$ cat src/rtl/wdg_pkg.sv
package wdg_pkg;
    localparam int DATA_W    = 8;
    localparam int MULT_W    = 5;
    localparam int RES_W     = 2;
    localparam int CENT_BIT  = 6;
    localparam int FLAG_BIT  = 7;
    localparam int MAX_TICKS = ((1 << MULT_W) - 1) * (1 << (2 * ((1 << RES_W) - 1)));
    localparam int CNT_W     = $clog2(MAX_TICKS + 1);

    typedef logic [CNT_W-1:0]  cnt_t;
    typedef logic [DATA_W-1:0] byte_t;

    typedef struct packed {
        logic              steer;
        logic [MULT_W-1:0] mult;
        logic [RES_W-1:0]  res;
    } wdg_cfg_t;

    typedef enum logic [1:0] {
        A_CFG   = 2'd0,
        A_FLAGS = 2'd1,
        A_CENT  = 2'd2,
        A_NONE  = 2'd3
    } reg_addr_e;

    typedef struct packed {
        logic      wr;
        logic      rd;
        reg_addr_e addr;
        byte_t     data;
    } bus_req_t;

    function automatic cnt_t timeout_ticks(wdg_cfg_t c);
        cnt_t base;
        base = cnt_t'(c.mult);
        return base << {c.res, 1'b0};
    endfunction
endpackage

$ cat src/rtl/wdg_regs.sv
module wdg_regs
    import wdg_pkg::*;
(
    input  logic     clk,
    input  logic     rst,
    input  bus_req_t req,
    input  logic     expire,
    output wdg_cfg_t cfg_q,
    output logic     flag_q,
    output logic     cent_q,
    output logic     restart,
    output wdg_cfg_t restart_cfg,
    output byte_t    rdata
);
    logic cfg_wr, cfg_rd, cent_wr, steer_exp;

    assign cfg_wr      = req.wr && (req.addr == A_CFG);
    assign cfg_rd      = req.rd && (req.addr == A_CFG);
    assign cent_wr     = req.wr && (req.addr == A_CENT);
    assign restart     = cfg_wr || cfg_rd;
    assign restart_cfg = cfg_wr ? wdg_cfg_t'(req.data) : cfg_q;
    assign steer_exp   = expire && cfg_q.steer;

    always_ff @(posedge clk) begin
        if (rst) begin
            cfg_q  <= '0;
            flag_q <= 1'b0;
            cent_q <= 1'b0;
        end else begin
            if (cfg_wr)
                cfg_q <= wdg_cfg_t'(req.data);
            else if (steer_exp)
                cfg_q <= '0;

            if (restart)
                flag_q <= 1'b0;
            else if (expire)
                flag_q <= 1'b1;

            if (cent_wr)
                cent_q <= req.data[CENT_BIT];
            else if (steer_exp)
                cent_q <= 1'b0;
        end
    end

    always_comb begin
        rdata = '0;
        unique case (req.addr)
            A_CFG:   rdata = byte_t'(cfg_q);
            A_FLAGS: rdata[FLAG_BIT] = flag_q;
            A_CENT:  rdata[CENT_BIT] = cent_q;
            default: rdata = '0;
        endcase
    end
endmodule

$ cat src/rtl/wdg_counter.sv
module wdg_counter
    import wdg_pkg::*;
(
    input  logic     clk,
    input  logic     rst,
    input  logic     tick,
    input  logic     restart,
    input  wdg_cfg_t load_cfg,
    output logic     expire
);
    cnt_t cnt_q;
    cnt_t load_val;
    logic armed_q;

    assign load_val = timeout_ticks(load_cfg);
    assign expire   = armed_q && tick && !restart && (cnt_q == cnt_t'(1));

    always_ff @(posedge clk) begin
        if (rst) begin
            cnt_q   <= '0;
            armed_q <= 1'b0;
        end else if (restart) begin
            cnt_q   <= load_val;
            armed_q <= (load_val != '0);
        end else if (tick && armed_q) begin
            cnt_q <= cnt_q - cnt_t'(1);
            if (cnt_q == cnt_t'(1))
                armed_q <= 1'b0;
        end
    end
endmodule

$ cat src/rtl/wdg_pulse.sv
module wdg_pulse (
    input  logic clk,
    input  logic rst,
    input  logic expire,
    input  logic steer,
    output logic rst_req,
    output logic irq
);
    always_ff @(posedge clk) begin
        if (rst) begin
            rst_req <= 1'b0;
            irq     <= 1'b0;
        end else begin
            rst_req <= expire && steer;
            irq     <= expire && !steer;
        end
    end
endmodule

$ cat src/rtl/wdg_top.sv
module wdg_top
    import wdg_pkg::*;
(
    input  logic        clk,
    input  logic        rst,
    input  logic        tick,
    input  logic [1:0]  bus_addr,
    input  logic        bus_wr,
    input  logic        bus_rd,
    input  logic [7:0]  bus_wdata,
    output logic [7:0]  bus_rdata,
    output logic        rst_req,
    output logic        irq
);
    bus_req_t req;
    wdg_cfg_t cfg_q, restart_cfg;
    logic     flag_q, cent_q, restart, expire;

    assign req.wr   = bus_wr;
    assign req.rd   = bus_rd;
    assign req.addr = reg_addr_e'(bus_addr);
    assign req.data = bus_wdata;

    wdg_regs u_regs (
        .clk(clk), .rst(rst), .req(req), .expire(expire),
        .cfg_q(cfg_q), .flag_q(flag_q), .cent_q(cent_q),
        .restart(restart), .restart_cfg(restart_cfg), .rdata(bus_rdata)
    );

    wdg_counter u_cnt (
        .clk(clk), .rst(rst), .tick(tick), .restart(restart),
        .load_cfg(restart_cfg), .expire(expire)
    );

    wdg_pulse u_pulse (
        .clk(clk), .rst(rst), .expire(expire), .steer(cfg_q.steer),
        .rst_req(rst_req), .irq(irq)
    );
endmodule

$ cat config.mk
export PLATFORM = sky130hd
export DESIGN_NAME = wdg_top
export DESIGN_NICKNAME = d
export VERILOG_FILES = /design/src/rtl/wdg_pkg.sv /design/src/rtl/wdg_regs.sv /design/src/rtl/wdg_counter.sv /design/src/rtl/wdg_pulse.sv /design/src/rtl/wdg_top.sv
export SDC_FILE = /design/constraint.sdc
export NUM_CORES = 1
export LEC_CHECK = 0
export ABC_CLOCK_PERIOD_IN_PS = 2800
export BUFFER_PORTS_ARGS = -buffer_cell sky130_fd_sc_hd__buf_2
export CAP_MARGIN = 30
export CORE_AREA = 2 2 68 70
export CTS_CLUSTER_DIAMETER = 80
export DETAILED_ROUTE_END_ITERATION = 10
export DIE_AREA = 0 0 70 72
export HOLD_SLACK_MARGIN = 0.1
export PLACE_DENSITY = 0.57
export SLEW_MARGIN = 20
export SYNTH_ARGS = -nofsm -noshare
export SYNTH_HDL_FRONTEND = slang
export SYNTH_SLANG_ARGS = --single-unit
$ cat constraint.sdc
create_clock -name clk -period 2.8 [get_ports clk]
set_clock_uncertainty 0.15 [all_clocks]
set_input_delay 0.14 -clock clk [delete_from_list [all_inputs] [get_ports clk]]
set_output_delay 0.14 -clock clk [all_outputs]
set_load 0.02 [all_outputs]
==> results.sh <==
export IMPL_fin_nets=253
export IMPL_final_antenna_net_count=0
export IMPL_die_area_um2=5040
export IMPL_rsz0062_at_grt="false"
export IMPL_min_delay_endpoint="u_regs.cfg_q[1]"
export IMPL_place_congestion=0.818
export IMPL_netlist_top_cell_by_area="dfxtp_1"
export IMPL_synth_main_ff_cell="dfxtp_1"
export IMPL_cts_sinks=24
export IMPL_synthArstFlopShare_pct=0
export IMPL_deepest_level_of_the_cts_h_tree=1
export IMPL_layout_cell_area_non_filler_um2=1950
export IMPL_startpoint_type="register"
export IMPL_synth_top_area_share_pct=28.8
export IMPL_tritoncts="built"
export IMPL_min_from="bus_wdata[1]"
export IMPL_initial_antenna_violation_count=0
export IMPL_synth_seq_cells=24
export IMPL_post_synth_inst_count=211
export IMPL_final_period_minus_worst_setup_slack_ns=2.27
export IMPL_worst_hold_path_type="input pin to register"
export IMPL_die_y_um=72
export IMPL_hold_crit_depth=3
export IMPL_synth_enable_flop_cells=0
export IMPL_reg2reg_to="u_regs.cfg_q[2]"
export IMPL_synth_cell_area_um2=1670
export IMPL_grt_start_max_net_pins=23
export IMPL_fp_coreArea_um2=4260
export IMPL_clk_transition_reported_paths_ns=0.09
export IMPL_clk_latency_ns=0.27
export IMPL_dpl_instance_area_um2=1820
export IMPL_crit_path_end_kind="register"
export IMPL_cpLargestDelayFamily="simple AND/OR/NAND/NOR gates"
export IMPL_synthTopCellsByArea="dfxtp_1, a21oi_1, mux2i_1"
export IMPL_grt_remaining_overflow=0
export IMPL_ir_worst_vdd_mv=0.252
export IMPL_cpMaxStageDelayCell="or4b_1"
export IMPL_power_leakage_uw=0.000751
export IMPL_setup_viol_count_final=0
export IMPL_cts_max_path_buffers=2
export IMPL_reg2reg_setup_slack_ns=0.53
export IMPL_yosys_warnings=0
export IMPL_startpoint_of_the_worst_register_to_register_path="u_cnt.cnt_q[2]"
export IMPL_share_of_the_clock_period_used_by_the_worst_path_after_layout_pct=81.1
export IMPL_max_clock_freq_ghz=0.440
export IMPL_routed_length_on_met3_um=121
export IMPL_maxSlewViolCount=0
export IMPL_relSlewSlack_pct=55.5
export IMPL_number_of_violations_reported_at_the_end_of_detailed_routing_iteration_0=69
export IMPL_route_detailed_vias_per_inst=5.50
export IMPL_cts_buffers_inserted=3
export IMPL_final_hold_violation_count=0
export IMPL_count_of_filler_cells_inserted_in_the_layout=458
export IMPL_first_global_vias=1442
export IMPL_crit_path_buf_inv_count=0
export IMPL_firstDrtPassIters=4
export IMPL_ys_seq_area_share_pct=28.8
export IMPL_post_route_drc_count=0
export IMPL_reg2reg_depth=5
export IMPL_fraction_of_final_layout_cells_with_drive_strength_greater_than_1_pct=17.4
export IMPL_dr_total_vias=1579
export IMPL_post_layout_total_power_uw=847
export IMPL_crit_required_ns=2.80
export IMPL_buffers_inserted_by_post_cts_timing_repair=0
export IMPL_met2WireLength_um=2050
export IMPL_routed_metal_1_wirelength_um=2220
export IMPL_cts_root_buf="clkbuf_8"
export IMPL_criticalPathCategory="register to register"
export IMPL_starting_density_of_the_core_pct=39.1
export IMPL_numPortBuffers=24
export IMPL_critical_path_peak_fanout=8
export IMPL_maxCapViolCount=0
export IMPL_mappedNetlistNets=228
export IMPL_die_width_um=70
export IMPL_area_growth_syn_to_layout_pct=16.8
export IMPL_synth_cell_types=51
export IMPL_timing_setup_tns_ns=0
export IMPL_wl_per_cell_um=15.5
export IMPL_global_route_usage_total_pct=18.3
export IMPL_placement_rows=24
export IMPL_finalWirelength_um=4440
export IMPL_grt_pass1_wl_um=7450
export IMPL_critPathMaxStageDelay_ns=0.63
export IMPL_p_per_area_nw_per_um2=434
export IMPL_antenna_cells=0
export IMPL_dr_max_layer_used="met4"
export IMPL_dp_hpwl_um=3210
export IMPL_run_status="finished, final reports clean"
export IMPL_pin_count=25
export IMPL_critPathLaunch="u_cnt.cnt_q[2]"
export IMPL_worst_ep_arrival_time_ns=2.28
export IMPL_crit_path_cells="nor4_2 > or4b_1 > nor3_4 > o21ai_1 > nor2b_4"
export IMPL_max_slew_worst_pin_slew_ns=0.648
export IMPL_postSynthAreaPerCell_um2=7.91
==> sequential cells by signal, indices dropped and copies added (netlist names) <==
signal,count
u_regs.cfg_q,8
u_regs.cent_q,1
u_pulse.rst_req,1
u_regs.flag_q,1
u_cnt.cnt_q,11
u_cnt.armed_q,1
u_pulse.irq,1
==> how the worst max path moves through the flow <==
stage	to	depth (start not counted)
after floorplan	u_regs.cfg_q[2]	6
after global placement	u_regs.cfg_q[2]	5
after detailed placement	u_regs.cfg_q[2]	5
after CTS	u_regs.cfg_q[2]	5
after global routing	u_regs.cfg_q[2]	5
final	u_regs.cfg_q[2]	5
==> worst reg2reg max path, stage by stage (launching register included) <==
cell and delay [ns]:
dfxtp_1 0.37, nor4_2 0.36, or4b_1 0.63, nor3_4 0.40, o21ai_1 0.12, nor2b_4 0.13
==> metrics by stage <==
stage / hold slack, ns / cells / util, % / worst slack [ns]
floorplan: 0.126 / 211 / - / 0.799
detailed placement: 0.246 / 277 / 42.6 / 0.557
global route: 0.118 / 287 / 45.7 / 0.375
global placement: 0.243 / 277 / 42.6 / 0.564
CTS: 0.102 / 287 / 45.7 / 0.527
finish: 0.115 / 287 / 45.7 / 0.529
==> kinds of logic (layout without fill, tap and decap cells) <==
family	after synthesis	in the layout	synth area share [%]
mux	10	10	6.15
buf+inv	22	46	5.77
compound gates	54	54	22.2
fa+ha+maj	2	2	1.50
xor+xnor	10	10	5.25
flops	24	24	28.8
simple gates	89	89	30.4
==> report_power, final <==
| part | switching [µW] | internal [µW] | leakage, µW |
|---|---|---|---|
| logic | 94.5 | 71.6 | 0.000521 |
| clock network | 116 | 191 | 0.0000357 |
| registers | 18.9 | 355 | 0.000195 |
| total | 229 | 618 | 0.000751 |
==> cells in the final DEF, fill, tap and decap left out, types with 2 or more instances in the layout <==
cell type      netlist  routed
buf_2                5      24
dfxtp_1             24      24
nor2_1              20      20
nand2_1             18      18
a21oi_1             17      17
inv_1                8       8
mux2i_1              8       8
nor3_1               8       8
xnor2_1              8       8
nand2b_1             7       7
dlygate4sd3_1        0       6
and2_1               5       5
nand3b_1             5       5
o22ai_1              5       5
o21ai_0              5       5
nor2b_1              4       4
buf_4                0       4
nand3_1              3       3
or3_1                3       3
a21boi_0             3       3
nor4_1               3       3
a21o_1               3       3
a211oi_1             3       3
a221oi_1             3       3
clkbuf_8             0       3
o21ai_1              2       2
o221ai_1             2       2
nand4_1              2       2
mux2_2               2       2
o32ai_1              2       2
xor2_1               2       2
ha_1                 2       2
==> synthesized netlist by cell type (3+ instances only) <==
cell      number
buf_2          5
mux2i_1        8
clkbuf_1       8
nand2_1       18
a211oi_1       3
xnor2_1        8
dfxtp_1       24
a221oi_1       3
and2_1         5
a21oi_1       17
o22ai_1        5
a21boi_0       3
nand2b_1       7
inv_1          8
nor4_1         3
nand3_1        3
a21o_1         3
or3_1          3
nand3b_1       5
nor2b_1        4
nor2_1        20
o21ai_0        5
nor3_1         8
==> per-layer routing <==
| metal | GRT usage [%] | vias to the layer above |
|---|---|---|
| li1 | - | 809 |
| met1 | 25.9 | 739 |
| met2 | 29.3 | 27 |
| met3 | 2.64 | 4 |
| met4 | 5.34 | 0 |
| met5 | 0 | - |
==> area by class of cell <==
type	instances	area, µm²	area share (%)
repair buffers	34	210	10.8
flip-flops and latches	24	480	24.6
multi-input cells	165	1090	56.0
clock inverters	1	30.0	1.54
clock buffers	3	41.3	2.12
well taps	52	65.1	3.34
inverters	8	30.0	1.54
==> what timing repair did <==
item | CTS | global route
gates resized for setup | 0 | 0
hold endpoints to repair | 6 | 0
setup endpoints to repair | 0 | 0
hold buffers | 6 | 0
Power figures use the tool's default switching activity.
